[config.mk]
export PLATFORM = sky130hd
export DESIGN_NAME = slc_cmd_seq
export DESIGN_NICKNAME = d
export VERILOG_FILES = /design/src/rtl/slc_cmd_pkg.sv /design/src/rtl/slc_cmd_decode.sv /design/src/rtl/slc_reg_bank.sv /design/src/rtl/slc_cmd_seq.sv
export SDC_FILE = /design/constraint.sdc
export NUM_CORES = 1
export LEC_CHECK = 0
export BUFFER_PORTS_ARGS = -buffer_cell sky130_fd_sc_hd__buf_2
export CAP_MARGIN = 20
export CORE_MARGIN = 2
export CORE_UTILIZATION = 45
export CTS_CLUSTER_SIZE = 12
export DETAILED_ROUTE_END_ITERATION = 16
export PLACE_DENSITY = 0.65
export REMOVE_ABC_BUFFERS = 1
export SYNTH_ARGS = -nofsm -noshare
export SYNTH_HDL_FRONTEND = slang
export SYNTH_SLANG_ARGS = --single-unit
[constraint.sdc]
create_clock -name clk -period 2.48 [get_ports clk]
set_input_delay 0.496 -clock clk [delete_from_list [all_inputs] [get_ports clk]]
set_output_delay 0.496 -clock clk [all_outputs]
set_load 0.02 [all_outputs]
[src/rtl/slc_cmd_pkg.sv]
package slc_cmd_pkg;
  typedef enum logic [1:0] {K_NONE, K_ACT, K_WR, K_RD} cmd_kind_e;
  typedef enum logic [2:0] {S_TXS, S_RXS, S_CFG, S_MASK, S_COEF, S_RT, S_REV} reg_sel_e;
  typedef enum logic [1:0] {PH_IDLE, PH_WR, PH_RD} phase_e;

  localparam logic [7:0] OP_STBY = 8'h00;
  localparam logic [7:0] OP_SRST = 8'h02;
  localparam logic [7:0] OP_HRST = 8'h04;
  localparam logic [7:0] OP_NOP  = 8'h06;
  localparam logic [7:0] OP_ACT  = 8'h0E;
  localparam logic [7:0] OP_TXS  = 8'h40;
  localparam logic [7:0] OP_RXS  = 8'h42;
  localparam logic [7:0] OP_CFG  = 8'h46;
  localparam logic [7:0] OP_MASK = 8'h6C;
  localparam logic [7:0] OP_COEF = 8'h80;
  localparam logic [7:0] OP_RT   = 8'h4D;
  localparam logic [7:0] OP_RTC  = 8'h4F;
  localparam logic [7:0] OP_REV  = 8'h73;
endpackage

[src/rtl/slc_cmd_decode.sv]
module slc_cmd_decode
  import slc_cmd_pkg::*;
#(
  parameter int NCOEF = 4,
  parameter int CW    = 3
) (
  input  logic [7:0]    op,
  output cmd_kind_e     kind,
  output reg_sel_e      sel,
  output logic [CW-1:0] len
);
  logic [7:0] pair;
  logic       is_rd;

  assign pair  = {op[7:1], 1'b0};
  assign is_rd = op[0];

  always_comb begin
    kind = K_NONE;
    sel  = S_TXS;
    len  = CW'(1);
    case (op)
      OP_STBY, OP_SRST, OP_HRST, OP_NOP, OP_ACT: kind = K_ACT;
      OP_RT, OP_RTC: begin kind = K_RD; sel = S_RT;  end
      OP_REV:        begin kind = K_RD; sel = S_REV; end
      default: begin
        case (pair)
          OP_TXS:  begin kind = is_rd ? K_RD : K_WR; sel = S_TXS;  end
          OP_RXS:  begin kind = is_rd ? K_RD : K_WR; sel = S_RXS;  end
          OP_CFG:  begin kind = is_rd ? K_RD : K_WR; sel = S_CFG;  end
          OP_MASK: begin kind = is_rd ? K_RD : K_WR; sel = S_MASK; end
          OP_COEF: begin
            kind = is_rd ? K_RD : K_WR;
            sel  = S_COEF;
            len  = CW'(NCOEF);
          end
          default: kind = K_NONE;
        endcase
      end
    endcase
  end
endmodule

[src/rtl/slc_reg_bank.sv]
module slc_reg_bank
  import slc_cmd_pkg::*;
#(
  parameter int          NCOEF    = 4,
  parameter int          IW       = 2,
  parameter logic [7:0]  REV_CODE = 8'h21,
  parameter logic [7:0]  MASK_DEF = 8'hFF
) (
  input  logic          clk,
  input  logic          rst,
  input  logic          soft_rst,
  input  logic          we,
  input  reg_sel_e      wsel,
  input  logic [IW-1:0] widx,
  input  logic [7:0]    wdata,
  input  logic          rd_en,
  input  reg_sel_e      rsel,
  input  logic [IW-1:0] ridx,
  input  logic [7:0]    rt_byte,
  output logic [7:0]    txs_q,
  output logic [7:0]    rxs_q,
  output logic [7:0]    cfg_q,
  output logic [7:0]    mask_q,
  output logic [7:0]    rd_q
);
  logic [7:0] coef_mem [NCOEF];

  always_ff @(posedge clk) begin
    if (rst || soft_rst) begin
      txs_q  <= 8'h00;
      rxs_q  <= 8'h00;
      cfg_q  <= 8'h00;
      mask_q <= MASK_DEF;
    end else if (we) begin
      case (wsel)
        S_TXS:   txs_q  <= wdata;
        S_RXS:   rxs_q  <= wdata;
        S_CFG:   cfg_q  <= wdata;
        S_MASK:  mask_q <= wdata;
        default: ;
      endcase
    end
  end

  always_ff @(posedge clk) begin
    if (we && wsel == S_COEF) coef_mem[widx] <= wdata;
  end

  always_ff @(posedge clk) begin
    if (rst) begin
      rd_q <= 8'h00;
    end else if (rd_en) begin
      case (rsel)
        S_TXS:   rd_q <= txs_q;
        S_RXS:   rd_q <= rxs_q;
        S_CFG:   rd_q <= cfg_q;
        S_MASK:  rd_q <= mask_q;
        S_COEF:  rd_q <= coef_mem[ridx];
        S_RT:    rd_q <= rt_byte;
        S_REV:   rd_q <= REV_CODE;
        default: rd_q <= 8'h00;
      endcase
    end
  end

  assert_soft_rst_R6: assert property (@(posedge clk) disable iff (rst)
    soft_rst |=> (txs_q == 8'h00 && rxs_q == 8'h00 && cfg_q == 8'h00 && mask_q == MASK_DEF));

  assert_rev_read_R8: assert property (@(posedge clk) disable iff (rst)
    (rd_en && rsel == S_REV) |=> rd_q == REV_CODE);
endmodule

[src/rtl/slc_cmd_seq.sv]
module slc_cmd_seq
  import slc_cmd_pkg::*;
#(
  parameter int         NCOEF    = 4,
  parameter logic [7:0] REV_CODE = 8'h21,
  parameter logic [7:0] MASK_DEF = 8'hFF
) (
  input  logic       clk,
  input  logic       rst,
  input  logic       byte_stb,
  input  logic [7:0] byte_in,
  input  logic [6:0] status_in,
  input  logic [7:0] irq_evt,
  output logic [7:0] dout,
  output logic       rd_busy,
  output logic       active,
  output logic       irq_flag,
  output logic [7:0] tx_slot,
  output logic [7:0] rx_slot,
  output logic [7:0] cfg,
  output logic [7:0] irq_mask
);
  localparam int CW = $clog2(NCOEF + 1);
  localparam int IW = (NCOEF > 1) ? $clog2(NCOEF) : 1;

  phase_e        phase;
  logic [CW-1:0] cnt;
  logic [IW-1:0] idx;
  reg_sel_e      cur_sel;

  cmd_kind_e     dec_kind;
  reg_sel_e      dec_sel;
  logic [CW-1:0] dec_len;

  logic          accept, last, soft_rst, irq_hit, irq_clr;
  logic          we, rd_en;
  reg_sel_e      rsel;
  logic [IW-1:0] ridx;
  logic [7:0]    rt_byte;

  slc_cmd_decode #(.NCOEF(NCOEF), .CW(CW)) u_dec (
    .op   (byte_in),
    .kind (dec_kind),
    .sel  (dec_sel),
    .len  (dec_len)
  );

  assign accept   = byte_stb && phase == PH_IDLE;
  assign last     = cnt == CW'(1);
  assign soft_rst = accept && (byte_in == OP_SRST || byte_in == OP_HRST);
  assign irq_hit  = |(irq_evt & ~irq_mask);
  assign irq_clr  = accept && (byte_in == OP_RTC || byte_in == OP_HRST);
  assign rt_byte  = {status_in, irq_flag};

  assign we    = byte_stb && phase == PH_WR;
  assign rd_en = (accept && dec_kind == K_RD) || (byte_stb && phase == PH_RD && !last);
  assign rsel  = (phase == PH_IDLE) ? dec_sel : cur_sel;
  assign ridx  = (phase == PH_IDLE) ? '0 : idx + IW'(1);

  slc_reg_bank #(
    .NCOEF(NCOEF), .IW(IW), .REV_CODE(REV_CODE), .MASK_DEF(MASK_DEF)
  ) u_regs (
    .clk      (clk),
    .rst      (rst),
    .soft_rst (soft_rst),
    .we       (we),
    .wsel     (cur_sel),
    .widx     (idx),
    .wdata    (byte_in),
    .rd_en    (rd_en),
    .rsel     (rsel),
    .ridx     (ridx),
    .rt_byte  (rt_byte),
    .txs_q    (tx_slot),
    .rxs_q    (rx_slot),
    .cfg_q    (cfg),
    .mask_q   (irq_mask),
    .rd_q     (dout)
  );

  always_ff @(posedge clk) begin
    if (rst) begin
      phase   <= PH_IDLE;
      cnt     <= '0;
      idx     <= '0;
      cur_sel <= S_TXS;
    end else if (byte_stb) begin
      if (phase == PH_IDLE) begin
        if (dec_kind == K_WR || dec_kind == K_RD) begin
          phase   <= (dec_kind == K_WR) ? PH_WR : PH_RD;
          cnt     <= dec_len;
          idx     <= '0;
          cur_sel <= dec_sel;
        end
      end else begin
        cnt <= cnt - CW'(1);
        idx <= idx + IW'(1);
        if (last) phase <= PH_IDLE;
      end
    end
  end

  always_ff @(posedge clk) begin
    if (rst) begin
      active <= 1'b0;
    end else if (accept) begin
      case (byte_in)
        OP_STBY, OP_SRST, OP_HRST: active <= 1'b0;
        OP_ACT:                    active <= 1'b1;
        default: ;
      endcase
    end
  end

  always_ff @(posedge clk) begin
    if (rst)          irq_flag <= 1'b0;
    else if (irq_hit) irq_flag <= 1'b1;
    else if (irq_clr) irq_flag <= 1'b0;
  end

  assign rd_busy = phase == PH_RD;

  assert_wr_data_R2: assert property (@(posedge clk) disable iff (rst)
    (phase == PH_WR && byte_stb && !last) |=> phase == PH_WR);

  assert_rd_hold_R3: assert property (@(posedge clk) disable iff (rst)
    (phase == PH_RD && !byte_stb) |=> (phase == PH_RD && $stable(dout)));

  assert_rd_lock_R3: assert property (@(posedge clk) disable iff (rst)
    (phase == PH_RD && byte_stb) |=> ($stable(active) && $stable(cfg) && $stable(tx_slot)));

  assert_irq_clear_R7: assert property (@(posedge clk) disable iff (rst)
    (accept && byte_in == OP_RTC && !irq_hit) |=> !irq_flag);

  assert_reserved_R8: assert property (@(posedge clk) disable iff (rst)
    (accept && dec_kind == K_NONE) |=>
      (phase == PH_IDLE && $stable(active) && $stable(cfg) && $stable(irq_mask)));
endmodule

; Word-level counts from Yosys, hierarchy flattened
; Memory sizes are Yosys's and may differ from the RTL's.
; Index checks and enable logic that the tools add are counted.
[classes]
addsub = 2
n_eq_ne = 28
mux = 23
n_bitwise = 2
reduce_logical = 36
[op_table]
columns = cell, count
row1 = $pmux W8 S7, 1
row2 = $eq A7 B6 Y1 const B, 4
row3 = $eq A8 B7 Y1 const B, 3
row4 = $eq A8 B3 Y1 const B, 2
row5 = $mux W2, 8
row6 = $reduce_or A8 Y1, 2
row7 = $mux W3, 5
row8 = $eq A3 B2 Y1 const B, 4
row9 = $eq A3 B3 Y1 const B, 4
row10 = $pmux W3 S4, 1
row11 = $reduce_and A2 Y1, 6
row12 = $reduce_or A5 Y1, 2
row13 = $eq A3 B1 Y1 const B, 3
row14 = $pmux W3 S3, 1
row15 = $and A8 B8 Y8, 1
row16 = $eq A8 B2 Y1 const B, 1
row17 = $eq A8 B4 Y1 const B, 1
row18 = $logic_and A1 B1 Y1, 8
row19 = $logic_not A8 Y1, 1
row20 = $not A8 Y8, 1
row21 = $eq A7 B7 Y1 const B, 1
row22 = $eq A2 B2 Y1 const B, 3
row23 = $logic_not A3 Y1, 2
row24 = $reduce_and A3 Y1, 2
row25 = 13 further kinds, 24
[totals]
ff_bits = 52
ramBits = 32
inputBits = 26
output_inout_bits = 43
memories = 1
[mem_list]
columns = memory, depth, word_bits, rd, rd_ports_with_merged_regs, wr, line_no
row1 = u_regs.coef_mem, 4, 8, 1, 0, 1, slc_reg_bank.sv:26  ; logic [7:0] coef_mem [NCOEF];

; Depth between registers and ports, before layout
; Gate-level depths: netlist of run 1.
[depth]
word_depth = 8
depth_mapped = 11
depth_no_buf = 8

; By module
; A second synthesis of run 1 with hierarchy kept.
[unflattened]
cells_unflattened = 400
area_unflattened_um2 = 3977.6
[modules_own_cells]
columns = module, instances, cells_per_inst, area_per_inst_um2, seq_area_each_um2
row1 = slc_reg_bank, 1, 272, 3024.2, 1761.7
row2 = slc_cmd_seq, 1, 94, 750.7, 240.2
row3 = slc_cmd_decode, 1, 34, 202.7, 0.0

; Least setup slack after synthesis of run 1
; No wires, ideal clock.
[synth_path]
path_kind = register -> register
start = reg idx[0]
end = reg u_regs.rd_q[1]
arrival_ns = 2.455
required_ns = 2.349
slack_ns = -0.106
path_stages_with_launch = 12
path_buffers = 3
period_less_slack_ns = 2.586
path_cell_list = dfxtp_1 > clkbuf_1 > clkinv_1 > ha_1 > clkbuf_1 > and2_1 > clkbuf_1 > nand2_1 > o221ai_1 > o21ai_0 > a211oi_1 > nor3_1
[synth_between]
elab_chain_cells = 4
[synth_lines]
columns = item, line_no
row1 = start: declaration, slc_cmd_seq.sv:28  ; logic [IW-1:0] idx;
row2 = start signal: assignment, slc_cmd_seq.sv:97  ; idx <= idx + IW'(1);
row3 = $add A2 B1 Y2, slc_cmd_seq.sv:58  ; assign ridx = (phase == PH_IDLE) ? '0 : idx + IW'(1);
row4 = $mux W2, slc_cmd_seq.sv:58
row5 = $mem_v2 Z4 W8, n/a
row6 = $pmux W8 S7, slc_reg_bank.sv:53  ; case (rsel)
row7 = end signal: assignment, slc_reg_bank.sv:54  ; S_TXS: rd_q <= txs_q;
row8 = end signal: assignment, slc_reg_bank.sv:55  ; S_RXS: rd_q <= rxs_q;
row9 = end signal: assignment, slc_reg_bank.sv:56  ; S_CFG: rd_q <= cfg_q;
row10 = end: declaration, slc_reg_bank.sv:24  ; output logic [7:0] rd_q
; Every way passes these cells.
; A chain may end at the register's enable or synchronous reset.

; Final worst setup path of run 1
[layout_path]
start = in byte_in[7]
end = reg u_regs.rd_q[4]
[layout_between]
elab_chain_cells = 7
word_cells_on_any_way = 33
[layout_lines]
columns = item, line_no
row1 = start: declaration, slc_cmd_seq.sv:11  ; input logic [7:0] byte_in,
row2 = "parallel branches: the longest is 7 deep, another holds $pmux W8 S7", n/a
; Several ways; the timed one is not identified.

==> results of run 1 <==
[stage by stage]
stage          hold slack [ns]  setup WS, ns  cell area (um2)  setup TNS, ns  util, %
2_1_floorplan           0.4476       -0.1150             4050        -0.5745        -
5_1_grt                 0.4049       0.04861             5175              0    56.54
6_report                0.3984        0.2056             5175              0    56.54
4_1_cts                 0.3868       0.05228             5142              0    56.19
3_5_place_dp            0.4655       -0.2158             4942        -0.9283    54.00
3_3_place_gp            0.4548       -0.2092             4942        -0.4002    54.00
[cells by family (layout without fill, tap and decap cells)]
logic type               count (synthesis)  count (layout)  synth area share (%)
XOR/XNOR                                 1               1                0.2085
multiplexers                            28              28                 6.671
flip-flops                              84              84                 47.65
buffers and inverters                   42             154                 5.032
AND/OR/NAND/NOR                        168             168                 19.63
adder cells (fa/ha/maj)                  6               6                 1.787
AO/OA/AOI/OAI                          110             110                 19.03
[cell usage after synthesis, types with 9 or more instances]
cell type                   number
sky130_fd_sc_hd__nand3_1        18
sky130_fd_sc_hd__dfxtp_1        52
sky130_fd_sc_hd__o21ai_0        10
sky130_fd_sc_hd__nand2_1        46
sky130_fd_sc_hd__a2bb2oi_1      10
sky130_fd_sc_hd__nor2_1         60
sky130_fd_sc_hd__clkbuf_1       15
sky130_fd_sc_hd__o211ai_1        9
sky130_fd_sc_hd__a21oi_1        35
sky130_fd_sc_hd__mux2i_1        28
sky130_fd_sc_hd__edfxtp_1       32
sky130_fd_sc_hd__inv_1          15
sky130_fd_sc_hd__nor3_1         10
[layout make-up]
type	count	area, um2	share of cell area (%)
inverters	16	60.06	1.161
clock inverters	7	76.32	1.475
well taps	111	138.9	2.684
clock buffers	9	123.9	2.394
multi-input cells	313	1991	38.47
flip-flops and latches	84	2002	38.68
repair buffers	122	783.3	15.14
[where the power goes]
group,internal [W],switching (W),total (W)
combinational,0.000117,0.000160,0.000277
clock,0.000398,0.000588,0.000987
sequential,0.00143,0.00000520,0.00144
total,0.00195,0.000753,0.00270
[worst register-to-register path, cell delays in order (launching register included)]
cell	delay (ns)
sky130_fd_sc_hd__dfxtp_1	0.36
sky130_fd_sc_hd__or2_2	0.38
sky130_fd_sc_hd__buf_4	0.20
sky130_fd_sc_hd__nand2b_1	0.14
sky130_fd_sc_hd__o41a_1	0.17
sky130_fd_sc_hd__buf_4	0.19
sky130_fd_sc_hd__mux2i_1	0.24
sky130_fd_sc_hd__o22ai_1	0.16
sky130_fd_sc_hd__a211oi_1	0.25
sky130_fd_sc_hd__nor3_1	0.08
[flip-flops by register name, indices dropped and copies added, names as in the netlist, 2 cells and up]
| signal | count |
|---|---|
| u_regs.txs_q | 8 |
| u_regs.rd_q | 8 |
| idx | 2 |
| cnt | 3 |
| u_regs.coef_mem | 32 |
| u_regs.mask_q | 8 |
| cur_sel | 3 |
| u_regs.rxs_q | 8 |
| phase | 2 |
| u_regs.cfg_q | 8 |
[layer usage]
layer,GRT usage [%],wire length (um),vias to the layer above
li1,-,-,1803
met4,7.165,197,0
met1,33.51,5266,1861
met2,42.21,6031,159
met5,0,0,-
met3,4.716,899,18
[how the worst max path moves through the flow]
stage	startpoint	to	slack (ns)
floorplan	idx[0]$_SDFFE_PP0P_	u_regs.rd_q[6]$_SDFFE_PP0P_	-0.12
global placement	byte_in[4]	u_regs.rd_q[4]$_SDFFE_PP0P_	-0.21
detailed placement	byte_in[4]	u_regs.rd_q[4]$_SDFFE_PP0P_	-0.22
CTS	phase[0]$_SDFFE_PP0P_	u_regs.rd_q[2]$_SDFFE_PP0P_	0.05
global route	byte_in[4]	u_regs.rd_q[4]$_SDFFE_PP0P_	0.05
finish	byte_in[7]	u_regs.rd_q[4]$_SDFFE_PP0P_	0.21
[what timing repair did]
action / 4_1_cts / 5_1_grt
buffers inserted: 0 / 4
resized for setup: 0 / 1
setup endpoints to repair: 0 / 4
[placed cells by master (no fill, tap or decap), drive strengths merged, types with 5 or more instances in the layout]
master / count
and2: 5
nor3: 12
clkbuf: 9
a211oi: 7
o221ai: 5
dfxtp: 52
o211ai: 9
nand3: 18
a21oi: 37
buf: 122
inv: 18
a221oi: 5
edfxtp: 32
ha: 6
mux2i: 28
nor2: 61
a2bb2oi: 10
o21ai: 10
nand2: 48
clkinv: 5
==> results.py, run 1 <==
metrics = {
    "die": {
        "dieHeight_um": 100.6,
        "die_area_um2": 10130,
        "coreArea_um2": 9153,
        "i_o_pin_cnt": 69,
        "fp.dieW_um": 100.6,
        "initial_utilization_pct": 45.91,
        "floorplan.rows": 35,
    },
    "cts": {
        "cts.root.buffer_cell": "sky130_fd_sc_hd__clkbuf_8",
        "cts_tree": "done",
        "cts_buffers": 9,
        "clockBufferDepth": 2,
        "clock_sink_count": 84,
        "clock_insertion_delay_worst_skew_ns": 0.37,
        "clk_pin_slew_worst_paths_ns": 0.10,
        "hold_buffers": 0,
        "cts-htree-levels": 3,
    },
    "critical_path": {
        "critPathRequiredTime_ns": 2.73,
        "worstPathMaxFanout": 8,
        "critPathMostFrequentCell": "sky130_fd_sc_hd__buf_4",
        "cp-start-kind": "primary input",
        "cpMaxStageDelayCell": "sky130_fd_sc_hd__nor4b_4",
        "setup.worst_path.class": "in -> reg",
        "timing.critical_path.to_type": "flop",
        "timing.critical_path.arrival_ns": 2.53,
        "reg2reg_depth": 9,
        "timing.critical_path.max_delay_family": "simple AND/OR/NAND/NOR gates",
        "crit_cells": 11,
        "critPathBufInv": 4,
        "regToRegEndpoint": "u_regs.rd_q[2]$_SDFFE_PP0P_",
        "reg2reg_launch_point": "phase[0]$_SDFFE_PP0P_",
        "setup.reg_to_reg.worst_slack_ns": 0.21,
        "critical_path.cell_chain": "buf_2, nand3b_1, nor4b_4, buf_4, o41ai_4, buf_12, nand2_1, a21oi_1, nor3_1, buf_4, o32ai_2",
        "critPathMaxStageDelay_ns": 0.48,
    },
    "global_routing": {
        "overflow": 0,
        "grt_pass1_wl_um": 19160,
        "global_route.usage.total_pct": 25.25,
        "grt_antenna_before_repair": 0,
        "grt_start_max_net_pins": 21,
        "vias_in_the_first_global_route": 3605,
    },
    "synthesis": {
        "synth.yosys.warnings": 0,
        "ys_async_sr_fraction_pct": 0,
        "synth_seq_cells": 84,
        "yosys.area.top_type_share_pct": 24.78,
        "synth.avg_cell_area_um2": 9.571,
        "post_synth_edffs": 32,
        "syn-instance-count": 439,
        "synth-main-ff-cell": "sky130_fd_sc_hd__dfxtp_1",
        "ys_seq_area_share_pct": 47.65,
        "synth_top_cells_by_area": "sky130_fd_sc_hd__dfxtp_1 25%, sky130_fd_sc_hd__edfxtp_1 23%, sky130_fd_sc_hd__mux2i_1 6.7%",
        "synthDistinctLibCells": 56,
        "synthDominantAreaCellType": "sky130_fd_sc_hd__dfxtp_1",
        "synth.cell_area_um2": 4202,
    },
    "final_layout": {
        "antenna_cells_inserted": 0,
        "area.growth.synth_to_final_pct": 23.17,
        "final-instance-count-excl-fill": 662,
        "layout-drive-gt1-share_pct": 29.04,
        "fillerInstances": 852,
        "fin_nets": 578,
    },
    "min_path": {
        "worst_hold_path_type": "in -> reg",
        "hp-start": "byte_in[0]",
        "hold_path_depth": 1,
        "worstHoldEndpoint": "u_regs.coef_mem[2][0]$_DFFE_PP_",
    },
    "drt": {
        "routed_wl_um": 12390,
        "dr.first_iter.drc_count": 326,
        "postRouteAntennaNets": 0,
        "drt-pass1-iter-count": 5,
        "average_routed_wire_per_standard_cell_um": 18.72,
        "route.detailed.drc": 0,
        "number_of_vias_after_detailed_routing": 3841,
        "drt-vias-per-instance": 5.802,
    },
    "timing": {
        "min_period_over_period_pct": 91.71,
        "least_margin_pin_slew_ns": 0.6704,
        "rsz0062_at_grt": "no",
        "report.final.hold_viol_count": 0,
        "final.min_clock_period_ns": 2.274,
        "slew_headroom_pct": 55.17,
        "setup_viol": 0,
        "fmax_mhz": 439.7,
        "final.setup_skew_ns": 0.01527,
        "number_of_max_slew_violations_in_the_final_report": 0,
    },
    "power_and_ir_drop": {
        "power.density_cell_area_nw_per_um2": 522.2,
        "power_w": 0.002703,
        "static-leakage-power_nw": 2.187,
        "worst_ir_drop_vdd_mv": 0.2967,
    },
    "placement": {
        "routabilityCongestion": 0.9887,
        "placed_wire_length_estimate_after_detailed_placement_um": 9329,
        "dpl.cell_count": 642,
        "buffer_ports.inserted": 68,
    },
    "outcome": {
        "run_status": "complete, no violations",
    },
    "flow_run": {
        "maxCapViolCount": 0,
    },
}
Power figures use the tool's default switching activity.
==> inputs of run 2 (changes only) <==
--- a/config.mk
+++ b/config.mk
@@ -12,5 +12,5 @@
 export CTS_CLUSTER_SIZE = 12
 export DETAILED_ROUTE_END_ITERATION = 16
-export PLACE_DENSITY = 0.65
+export PLACE_DENSITY = 0.62
 export REMOVE_ABC_BUFFERS = 1
 export SYNTH_ARGS = -nofsm -noshare
==> constraint.sdc (replaced) <==
create_clock -name clk -period 2.1 [get_ports clk]
set_input_delay 0.42 -clock clk [delete_from_list [all_inputs] [get_ports clk]]
set_output_delay 0.42 -clock clk [all_outputs]
set_load 0.05 [all_outputs]
==> run 2 against run 1 <==
  * The run now ends with negative setup slack left
  * Final area grew 10%
  * First-iteration DRC count shrank 40%
  * Combinational power grew 48%
  * Sequential power grew 18%
  * Core utilization grew 5.8 points
  * Global-route usage grew 1.1 points
  * Clock skew shrank 0.0054 ns
  * Register-to-register slack lost 0.21 ns
  * Hold slack lost 0.13 ns
  * Wire length grew 6.9%
  * Via count grew 4.1%
  * Setup slack lost 0.21 ns
  * Largest cell class is now multi-input gates
  * Highest routed layer unchanged
==> results.py, run 2 (synthesized netlist as in run 1, its figures left out) <==
metrics = {
    "timing": {
        "report.final.hold_viol_count": 0,
        "rsz0062_at_grt": "yes",
        "setup_viol": 1,
        "final.setup_skew_ns": 0.009914,
        "least_margin_pin_slew_ns": 0.7870,
        "slew_headroom_pct": 47.53,
        "final.min_clock_period_ns": 2.103,
        "min_period_over_period_pct": 100.2,
        "setup_tns_ns": -0.003391,
        "post-route-worst-setup-slack_ns": -0.003391,
        "fmax_mhz": 475.4,
        "number_of_max_slew_violations_in_the_final_report": 0,
    },
    "final_layout": {
        "fillerInstances": 789,
        "area.growth.synth_to_final_pct": 35.71,
        "multi_input_area_um2": 2242,
        "antenna_cells_inserted": 0,
        "register_area_um2": 2002,
        "layout-drive-gt1-share_pct": 37.91,
        "largest_register": "u_regs.coef_mem",
        "largest_register_ff_count": 32,
        "mostFrequentLayoutCell": "sky130_fd_sc_hd__buf_4",
        "utilization_pct": 62.30,
        "fin_nets": 610,
        "layout_common_cells": "78 x sky130_fd_sc_hd__buf_4, 65 x sky130_fd_sc_hd__buf_2, 58 x sky130_fd_sc_hd__nor2_1",
    },
    "die": {
        "die_area_um2": 10130,
        "fp.dieW_um": 100.6,
        "coreArea_um2": 9153,
        "floorplan.rows": 35,
        "i_o_pin_cnt": 69,
        "dieHeight_um": 100.6,
        "initial_utilization_pct": 45.91,
    },
    "critical_path": {
        "reg2reg_depth": 8,
        "cp-start-kind": "flop",
        "timing.critical_path.arrival_ns": 2.36,
        "worstPathMaxFanout": 12,
        "critPathRequiredTime_ns": 2.36,
        "timing.critical_path.to_type": "flop",
        "setup.worst_path.class": "reg -> reg",
    },
    "drt": {
        "drt-pass1-iter-count": 4,
        "route.detailed.drc": 0,
        "dr.first_iter.drc_count": 197,
        "number_of_vias_after_detailed_routing": 4000,
        "average_routed_wire_per_standard_cell_um": 19.09,
        "routed_wl_um": 13250,
        "postRouteAntennaNets": 0,
        "drt-vias-per-instance": 5.764,
    },
    "cts": {
        "cts_buffers": 9,
        "clock_sink_count": 84,
        "clock_insertion_delay_worst_skew_ns": 0.37,
        "clockBufferDepth": 2,
        "cts-htree-levels": 3,
        "clk_pin_slew_worst_paths_ns": 0.09,
        "hold_buffers": 0,
        "cts.root.buffer_cell": "sky130_fd_sc_hd__clkbuf_8",
        "cts_tree": "done",
    },
    "min_path": {
        "hold_path_depth": 1,
        "worst_hold_path_type": "in -> reg",
    },
    "placement": {
        "routabilityCongestion": 0.8926,
        "placed_wire_length_estimate_after_detailed_placement_um": 9594,
        "post-place-ws_ns": -0.5159,
        "buffer_ports.inserted": 68,
    },
    "power_and_ir_drop": {
        "static-leakage-power_nw": 2.376,
        "worst_ir_drop_vdd_mv": 0.4249,
        "power.density_cell_area_nw_per_um2": 577.8,
        "share_comb_of_total_power_pct": 12.4,
        "switching_share_pct": 27.36,
        "power_report.internal_total_w": 0.002393,
        "seq_power_share_pct": 51.6,
        "power.share.clock_pct": 36.0,
        "total_switching_power_w": 0.0009013,
    },
    "global_routing": {
        "global_route.usage.total_pct": 26.33,
        "grt_start_max_net_pins": 21,
        "grt_antenna_before_repair": 0,
        "grt_pass1_wl_um": 20070,
        "vias_in_the_first_global_route": 3724,
        "overflow": 0,
    },
    "flow_run": {
        "maxCapViolCount": 0,
    },
    "outcome": {
        "failed_checks": "negative setup slack",
        "run_status": "complete, but fails checks",
    },
}
[run 2: per-stage QoR]
step                      power, W  area, um2  hold slack, ns  instances
after floorplan           0.001883       4050          0.4476        413
after global placement    0.002079       5110          0.4586        666
after detailed placement  0.002082       5110          0.4548        666
after CTS                 0.003245       5433          0.3623        689
after global routing      0.003389       5702          0.2660        694
final                     0.003294       5702          0.2715        694
[run 2: path summary, 6_finish.rpt]
check	startpoint	endpoint	slack, ns
hold / removal	byte_in[4]	u_regs.coef_mem[0][4]$_DFFE_PP_	0.27
setup / recovery	phase[0]$_SDFFE_PP0P_	u_regs.rd_q[1]$_SDFFE_PP0P_	-0.003
setup reg to reg	phase[0]$_SDFFE_PP0P_	u_regs.rd_q[1]$_SDFFE_PP0P_	-0.003
hold reg to reg	u_regs.rd_q[6]$_SDFFE_PP0P_	u_regs.rd_q[6]$_SDFFE_PP0P_	0.48
[run 2: worst max-delay path, stage by stage (launching register included)]
cell and delay [ns]:
sky130_fd_sc_hd__dfxtp_1 0.32, sky130_fd_sc_hd__or2_4 0.28, sky130_fd_sc_hd__buf_12 0.16, sky130_fd_sc_hd__o41ai_4 0.39, sky130_fd_sc_hd__buf_4 0.21, sky130_fd_sc_hd__mux2i_2 0.23, sky130_fd_sc_hd__o22ai_2 0.12, sky130_fd_sc_hd__a211oi_2 0.22
sky130_fd_sc_hd__nor3_1 0.06
[run 2: layout make-up]
type	instances	share of cell area, %
multi-input cells	314	39.32
well taps	111	2.436
clock buffers	10	2.611
clock inverters	6	0.9217
repair buffers	153	18.54
inverters	16	1.053
flip-flops and latches	84	35.11
[run 2: layer usage]
layer  GRT usage (%)  share of wire [%]
met1           36.99                 45
met2           40.46                 47
met3           5.132                5.2
met4           9.484                2.8
met5               0                  0
[run 2: timing repair]
| action | in CTS | in global routing |
|---|---|---|
| setup buffers | 6 | 7 |
| gates resized for setup | 16 | 48 |
| cloned | 1 | 0 |
| endpoints found under the setup margin | 12 | 18 |
| pin swaps | 9 | 20 |
| hold endpoints to repair | 0 | 0 |
[run 2: power groups by stage]
stage	clock, W	sequential [W]	combinational [W]
after floorplan	0	0.00175	0.000136
after global placement	0	0.00174	0.000343
after detailed placement	0	0.00174	0.000346
after CTS	0.00118	0.00170	0.000364
after global routing	0.00126	0.00170	0.000433
final	0.00119	0.00170	0.000409
